**config.mk**
```make
export PLATFORM = sky130hd
export DESIGN_NAME = two_speed_clk_ctrl
export DESIGN_NICKNAME = d
export VERILOG_FILES = /design/src/rtl/tsu_pkg.sv /design/src/rtl/tsu_osc_sync.sv /design/src/rtl/tsu_ost_cnt.sv /design/src/rtl/tsu_src_fsm.sv /design/src/rtl/two_speed_clk_ctrl.sv
export SDC_FILE = /design/constraint.sdc
export NUM_CORES = 1
export LEC_CHECK = 0
export ABC_AREA = 1
export CORE_UTILIZATION = 40
export CTS_BUF_LIST = sky130_fd_sc_hd__clkbuf_16
export DETAILED_ROUTE_END_ITERATION = 12
export SLEW_MARGIN = 20
export SYNTH_ARGS = -nofsm -noshare
export SYNTH_HDL_FRONTEND = slang
export SYNTH_SLANG_ARGS = --single-unit
```
**constraint.sdc**
```tcl
create_clock -name ref_clk_i -period 2.85 [get_ports ref_clk_i]
set_input_delay 0.57 -clock ref_clk_i [delete_from_list [all_inputs] [get_ports ref_clk_i]]
set_output_delay 0.57 -clock ref_clk_i [all_outputs]
set_load 0.005 [all_outputs]
```
**src/rtl/tsu_pkg.sv**
```systemverilog
package tsu_pkg;

  typedef enum logic [2:0] {
    ST_OFF       = 3'd0,  // reset or sleep, clock stopped
    ST_INT       = 3'd1,  // running internal
    ST_CNT       = 3'd2,  // start-up count in progress
    ST_INT_FALL  = 3'd3,  // count done, wait internal fall
    ST_HOLD      = 3'd4,  // clock held low, wait external fall
    ST_EXT       = 3'd5,  // running external
    ST_EXT_FALL  = 3'd6,  // leaving external, wait external fall
    ST_INT_WAIT  = 3'd7   // clock low, wait internal fall
  } tsu_state_e;

  localparam logic [2:0] MODE_XT_LOW  = 3'd0;
  localparam logic [2:0] MODE_XT_STD  = 3'd1;
  localparam logic [2:0] MODE_XT_FAST = 3'd2;

  function automatic logic mode_is_xtal(input logic [2:0] m);
    return (m == MODE_XT_LOW) || (m == MODE_XT_STD) || (m == MODE_XT_FAST);
  endfunction

endpackage

```
**src/rtl/tsu_osc_sync.sv**
```systemverilog
module tsu_osc_sync #(
  parameter int unsigned STAGES = 2
) (
  input  logic clk_i,
  input  logic rst_ni,
  input  logic osc_i,
  output logic lvl_o,
  output logic fall_o
);

  logic [STAGES-1:0] sync_q;
  logic              last_q;

  always_ff @(posedge clk_i or negedge rst_ni) begin
    if (!rst_ni) begin
      sync_q <= '0;
      last_q <= 1'b0;
    end else begin
      sync_q <= {sync_q[STAGES-2:0], osc_i};
      last_q <= sync_q[STAGES-1];
    end
  end

  assign lvl_o  = sync_q[STAGES-1];
  assign fall_o = last_q & ~sync_q[STAGES-1];

endmodule

```
**src/rtl/tsu_ost_cnt.sv**
```systemverilog
module tsu_ost_cnt #(
  parameter int unsigned LIMIT = 1024,
  parameter int unsigned CW    = $clog2(LIMIT + 1)
) (
  input  logic          clk_i,
  input  logic          rst_ni,
  input  logic          clr_i,
  input  logic          tick_i,
  output logic [CW-1:0] cnt_o,
  output logic          done_o
);

  localparam logic [CW-1:0] TERM = CW'(LIMIT);

  logic [CW-1:0] cnt_q;

  always_ff @(posedge clk_i or negedge rst_ni) begin
    if (!rst_ni)                      cnt_q <= '0;
    else if (clr_i)                   cnt_q <= '0;
    else if (tick_i && cnt_q != TERM) cnt_q <= cnt_q + CW'(1);
  end

  assign cnt_o  = cnt_q;
  assign done_o = (cnt_q == TERM);

endmodule

```
**src/rtl/tsu_src_fsm.sv**
```systemverilog
module tsu_src_fsm
  import tsu_pkg::*;
(
  input  logic       clk_i,
  input  logic       rst_ni,
  input  logic       start_i,
  input  logic       sleep_i,
  input  logic       sel_i,
  input  logic       xtal_i,
  input  logic       dual_en_i,
  input  logic       int_fall_i,
  input  logic       ext_fall_i,
  input  logic       ost_done_i,
  output tsu_state_e state_o,
  output logic       cnt_clr_o,
  output logic       gate_low_o
);

  tsu_state_e state_q, state_d;
  logic       gate_q, gate_d;
  logic       clr;

  always_comb begin
    state_d = state_q;
    gate_d  = gate_q;
    clr     = 1'b0;
    if (sleep_i) begin
      state_d = ST_OFF;
      clr     = 1'b1;
    end else begin
      case (state_q)
        ST_OFF: if (start_i) begin
          clr = 1'b1;
          if (sel_i)       state_d = ST_INT_WAIT;
          else if (xtal_i) begin
            state_d = ST_CNT;
            gate_d  = ~dual_en_i;  // no two-speed: core waits with clock low
          end
          else             state_d = ST_HOLD;
        end
        ST_INT: if (!sel_i) begin
          if (xtal_i) begin
            state_d = ST_CNT;
            gate_d  = 1'b0;
            clr     = 1'b1;
          end else begin
            state_d = ST_INT_FALL;
          end
        end
        ST_CNT: begin
          if (sel_i)           state_d = gate_q ? ST_INT_WAIT : ST_INT;
          else if (ost_done_i) state_d = gate_q ? ST_HOLD : ST_INT_FALL;
        end
        ST_INT_FALL: begin
          if (sel_i)           state_d = ST_INT;
          else if (int_fall_i) state_d = ST_HOLD;
        end
        ST_HOLD: begin
          if (sel_i)           state_d = ST_INT_WAIT;
          else if (ext_fall_i) state_d = ST_EXT;
        end
        ST_EXT: if (sel_i) state_d = ST_EXT_FALL;
        ST_EXT_FALL: begin
          if (!sel_i)          state_d = ST_EXT;
          else if (ext_fall_i) state_d = ST_INT_WAIT;
        end
        ST_INT_WAIT: if (int_fall_i) state_d = ST_INT;
        default: state_d = ST_OFF;
      endcase
    end
  end

  always_ff @(posedge clk_i or negedge rst_ni) begin
    if (!rst_ni) begin
      state_q <= ST_OFF;
      gate_q  <= 1'b0;
    end else begin
      state_q <= state_d;
      gate_q  <= gate_d;
    end
  end

  assign state_o    = state_q;
  assign cnt_clr_o  = clr;
  assign gate_low_o = gate_q;

endmodule

```
**src/rtl/two_speed_clk_ctrl.sv**
```systemverilog
module two_speed_clk_ctrl
  import tsu_pkg::*;
#(
  parameter int unsigned OST_CYCLES  = 1024,
  parameter int unsigned SYNC_STAGES = 2
) (
  input  logic       ref_clk_i,
  input  logic       rst_ni,
  input  logic       int_osc_i,
  input  logic       ext_osc_i,
  input  logic [2:0] osc_mode_i,
  input  logic       dual_en_i,
  input  logic       sel_wr_i,
  input  logic       sel_val_i,
  input  logic       start_i,
  input  logic       sleep_i,
  output logic       sys_clk_o,
  output logic       osts_o,
  output logic       src_ext_o,
  output logic       sel_o
);

  localparam int unsigned CNT_W   = $clog2(OST_CYCLES + 1);
  localparam int unsigned N_OSC   = 2;
  localparam int unsigned OSC_INT = 0;
  localparam int unsigned OSC_EXT = 1;

  logic [N_OSC-1:0] osc_raw, osc_lvl, osc_fall;
  tsu_state_e       state_q;
  logic [CNT_W-1:0] cnt_q;
  logic             cnt_clr, ost_done, gate_low;
  logic             sel_q, arm_q, clk_q, clk_d;

  assign osc_raw[OSC_INT] = int_osc_i;
  assign osc_raw[OSC_EXT] = ext_osc_i;

  for (genvar g = 0; g < N_OSC; g++) begin : g_osc
    tsu_osc_sync #(.STAGES(SYNC_STAGES)) u_sync (
      .clk_i  (ref_clk_i),
      .rst_ni (rst_ni),
      .osc_i  (osc_raw[g]),
      .lvl_o  (osc_lvl[g]),
      .fall_o (osc_fall[g])
    );
  end

  always_ff @(posedge ref_clk_i or negedge rst_ni) begin
    if (!rst_ni)       sel_q <= 1'b0;
    else if (sel_wr_i) sel_q <= sel_val_i;
  end

  tsu_src_fsm u_fsm (
    .clk_i      (ref_clk_i),
    .rst_ni     (rst_ni),
    .start_i    (start_i),
    .sleep_i    (sleep_i),
    .sel_i      (sel_q),
    .xtal_i     (mode_is_xtal(osc_mode_i)),
    .dual_en_i  (dual_en_i),
    .int_fall_i (osc_fall[OSC_INT]),
    .ext_fall_i (osc_fall[OSC_EXT]),
    .ost_done_i (ost_done),
    .state_o    (state_q),
    .cnt_clr_o  (cnt_clr),
    .gate_low_o (gate_low)
  );

  tsu_ost_cnt #(.LIMIT(OST_CYCLES), .CW(CNT_W)) u_ost (
    .clk_i  (ref_clk_i),
    .rst_ni (rst_ni),
    .clr_i  (cnt_clr),
    .tick_i (osc_fall[OSC_EXT] && state_q == ST_CNT),
    .cnt_o  (cnt_q),
    .done_o (ost_done)
  );

  // internal clock passes only after a falling edge seen since leaving OFF
  always_ff @(posedge ref_clk_i or negedge rst_ni) begin
    if (!rst_ni)                    arm_q <= 1'b0;
    else if (state_q == ST_OFF)     arm_q <= 1'b0;
    else if (osc_fall[OSC_INT])     arm_q <= 1'b1;
  end

  always_comb begin
    case (state_q)
      ST_INT, ST_INT_FALL: clk_d = arm_q & osc_lvl[OSC_INT];
      ST_CNT:              clk_d = ~gate_low & arm_q & osc_lvl[OSC_INT];
      ST_EXT, ST_EXT_FALL: clk_d = osc_lvl[OSC_EXT];
      default:             clk_d = 1'b0;
    endcase
  end

  always_ff @(posedge ref_clk_i or negedge rst_ni) begin
    if (!rst_ni) clk_q <= 1'b0;
    else         clk_q <= clk_d;
  end

  assign sys_clk_o = clk_q;
  assign osts_o    = (state_q == ST_HOLD) || (state_q == ST_EXT) || (state_q == ST_EXT_FALL);
  assign src_ext_o = (state_q == ST_EXT) || (state_q == ST_EXT_FALL);
  assign sel_o     = sel_q;

endmodule

```
==> metrics.md <==
| Metric | Value |
|---|---|
| CP cell instances | `nand2_1, inv_1, nor3_1, clkdlybuf4s50_1` |
| Synth Area in Adders | `2.42%` |
| Worst path required time | `2280 ps` |
| Io pins | `16` |
| Maximum VDD drop | `0.398 mV` |
| Post-synthesis mux area share | `0%` |
| Detailed-route wire length | `3.18 mm` |
| EDFF count, synth | `0` |
| R2R Setup Slk | `940 ps` |
| Post-CTS Resized | `0` |
| Initial core utilization | `42.1%` |
| Total global-route track usage | `17.5%` |
| Initial antenna violation count | `0` |
| Post-CTS Repair Setup Buffers | `0` |
| Met3 WL | `88 um` |
| Crit end category | `primary output` |
| Xor and xnor area share after synthesis | `1.69%` |
| Setup TNS | `0 ps` |
| Syn_nets | `225` |
| Met2 wire length | `1.49 mm` |
| Most numerous cell in the Yosys netlist | `nand2_1` |
| Avg Vias per Cell | `4.93` |
| Final instance area | `0.00183 mm^2` |
| LEAKAGE | `0.876 nW` |
| Max-cap viol count | `0` |
| Min-Delay Path Class | `reg -> reg` |
| Layout cells sized above 1 | `10.2%` |
| Commonest register cell after synthesis | `dfrtp_1` |
| CTS buffer count | `3` |
| Post-synthesis compound-gate area fraction | `7.66%` |
| H-tree depth | `1` |
| Asr flop ratio synth | `100%` |
| ANT cells | `0` |
| Vias in the first global route | `1295` |
| Worst-path clk slew | `60 ps` |
| Syn Inst Count | `210` |
| CP max stage delay | `560 ps` |
| DP Wirelength | `2.31 mm` |
| Port buffer count | `15` |
| 1st-pass router iterations | `4` |
| Clock insertion delay at the later pin of the skew report | `260 ps` |
| Mapped cell area | `0.00155 mm^2` |
| Clock Path Buffers | `2` |
| Final min period | `2420 ps` |
| Core Rows | `22` |
| Post-synth top area share | `38.7%` |
| Core area | `0.00369 mm^2` |
| Via count | `1346` |
| Max Fclk | `414 MHz` |
| CP max-delay cell | `clkdlybuf4s50_1` |
| Setup WS pre-CTS | `570 ps` |
| WL/cell | `11.6 um` |
| Max-Slew Margin vs Limit | `45.2%` |
| Synth area leaders | `dfrtp_1 39%, nand2_1 13%, nand3_1 9.0%, inv_1 6.8%, nor2_1 4.8%` |
| Sequential area share after synthesis | `38.7%` |
| Largest net degree at the start of global routing | `25` |
| WS Path Type | `reg -> out` |
| Final worst slack | `435 ps` |
| #FFs+latches synth | `24` |
| Clock Tree Root | `clkbuf_16` |
| GP Congestion | `0.883` |
| Die Width | `64.3 um` |
| Top post-synthesis cells by count | `54 x nand2_1, 28 x inv_1, 28 x nand3_1` |
| Crit path launch type | `flop` |
| M1 wire length | `1.57 mm` |
| Total grt overflow | `0` |
| Slew Viols, Final | `0` |
| Clock sinks | `24` |
| PD cells | `708 mW/mm^2` |
| Arr. time, crit path | `1850 ps` |
| Final setup viols | `0` |
| Synth cell types | `24` |
| Largest family of logic cells by synthesized area | `simple AND/OR/NAND/NOR gates` |
| Simple-Gate Fraction of Synth Area | `39.1%` |
| Syn avg cell area | `7.39 um^2` |
| Highest metal used | `met4` |
| Area Growth Syn to Fin | `17.7%` |
| Global-route wire length before repair | `5.64 mm` |
| RSZ-0062 raised after global routing | `no` |
| Die area | `0.00413 mm^2` |
| CTS tree | `built` |
| Final net count | `241` |
| Leading area contributor after synthesis | `dfrtp_1` |
| # hold bufs at CTS | `0` |
| Die Y | `64.3 um` |
| Initial DRC count | `109` |
| Max Clock Skew | `2.73 ps` |
| Measured slew at the worst slew-check pin | `822 ps` |
| Post-Place Cell Area | `0.00172 mm^2` |
| Post-route clock period utilization | `84.7%` |
| Status | `completed` |
| Drt drc | `0` |
| Final hold vios | `0` |
| Max FO, Critical Path | `10` |
| Post-DRT Antenna Nets | `0` |
| YS warnings | `0` |
| Tot Pwr | `1.29 mW` |
-- sequential cells by signal, indices dropped and copies added, names as in the netlist --
register,flops
sys_clk_o,1
g_osc.u_sync.last_q,2
sel_o,1
u_fsm.gate_low_o,1
u_fsm.state_o,3
arm_q,1
g_osc.u_sync.sync_q,4
u_ost.cnt_o,11
-- area by class of cell --
type | count | area, um^2
clock buffer | 3 | 75.1
fill | 382 | 1860
sequential | 24 | 601
inverter | 30 | 113
timing repair buffer | 16 | 158
multi-input combinational | 151 | 790
clock inverter | 1 | 30.0
tap | 48 | 60.1
-- path summary, 6_finish.rpt --
path / from / end / cells past startpoint
min in group asynchronous: rst_ni / u_ost.cnt_o[5] / 2
min: g_osc[0].u_sync.sync_q[0] / g_osc[0].u_sync.sync_q[1] / 0
max: u_fsm.state_o[0] / src_ext_o / 4
max reg2reg: u_fsm.state_o[0] / u_ost.cnt_o[8] / 6
min reg2reg: g_osc[0].u_sync.sync_q[0] / g_osc[0].u_sync.sync_q[1] / 0
max in group asynchronous: rst_ni / sel_o / 2
-- placed cells by master, fill, tap and decap left out, drive strengths merged --
master	synthesis	final
clkbuf	0	3
xor2	3	3
nor2	25	25
nand3	29	29
o211ai	2	2
dfrtp	24	24
o31ai	1	1
nand2	59	59
clkdlybuf4s50	0	15
nor3	6	6
o21bai	2	2
nand3b	3	3
ha	3	3
inv	30	30
buf	5	1
nand4	7	7
o21ai	11	11
bufinv	0	1
-- power by group --
group | leakage (nW) | switching (mW) | internal [mW]
Combinational | 0.513 | 0.269 | 0.173
Clock | 0.0511 | 0.119 | 0.279
Sequential | 0.312 | 0.0701 | 0.383
Total | 0.876 | 0.458 | 0.835
-- per-stage QoR --
step	util, %	std cells	hold WS (ps)
after floorplan	-	210	274
after global placement	46.6	269	334
after detailed placement	46.6	269	339
after CTS	49.5	273	354
after global routing	49.5	273	360
final	49.5	273	351
-- cells by family after synthesis --
kind of cell | after synthesis
AND/OR/NAND/NOR | 129
buffers and inverters | 35
flip-flops | 24
AO/OA/AOI/OAI | 16
XOR/XNOR | 3
adder cells (fa/ha/maj) | 3
-- critical path: cells and delay by family (launching register included) --
family                 cells  cell delay, ps
DFF                        1             540
and+or+nand+nor            2             410
buffers and inverters      2             650
-- routing by layer --
| metal | vias up | GRT usage [%] |
|---|---|---|
| met1 | 612 | 22.6 |
| met5 | - | 0 |
| li1 | 707 | - |
| met4 | 0 | 3.89 |
| met2 | 23 | 29.3 |
| met3 | 4 | 4.29 |
Power figures use the tool's default switching activity.
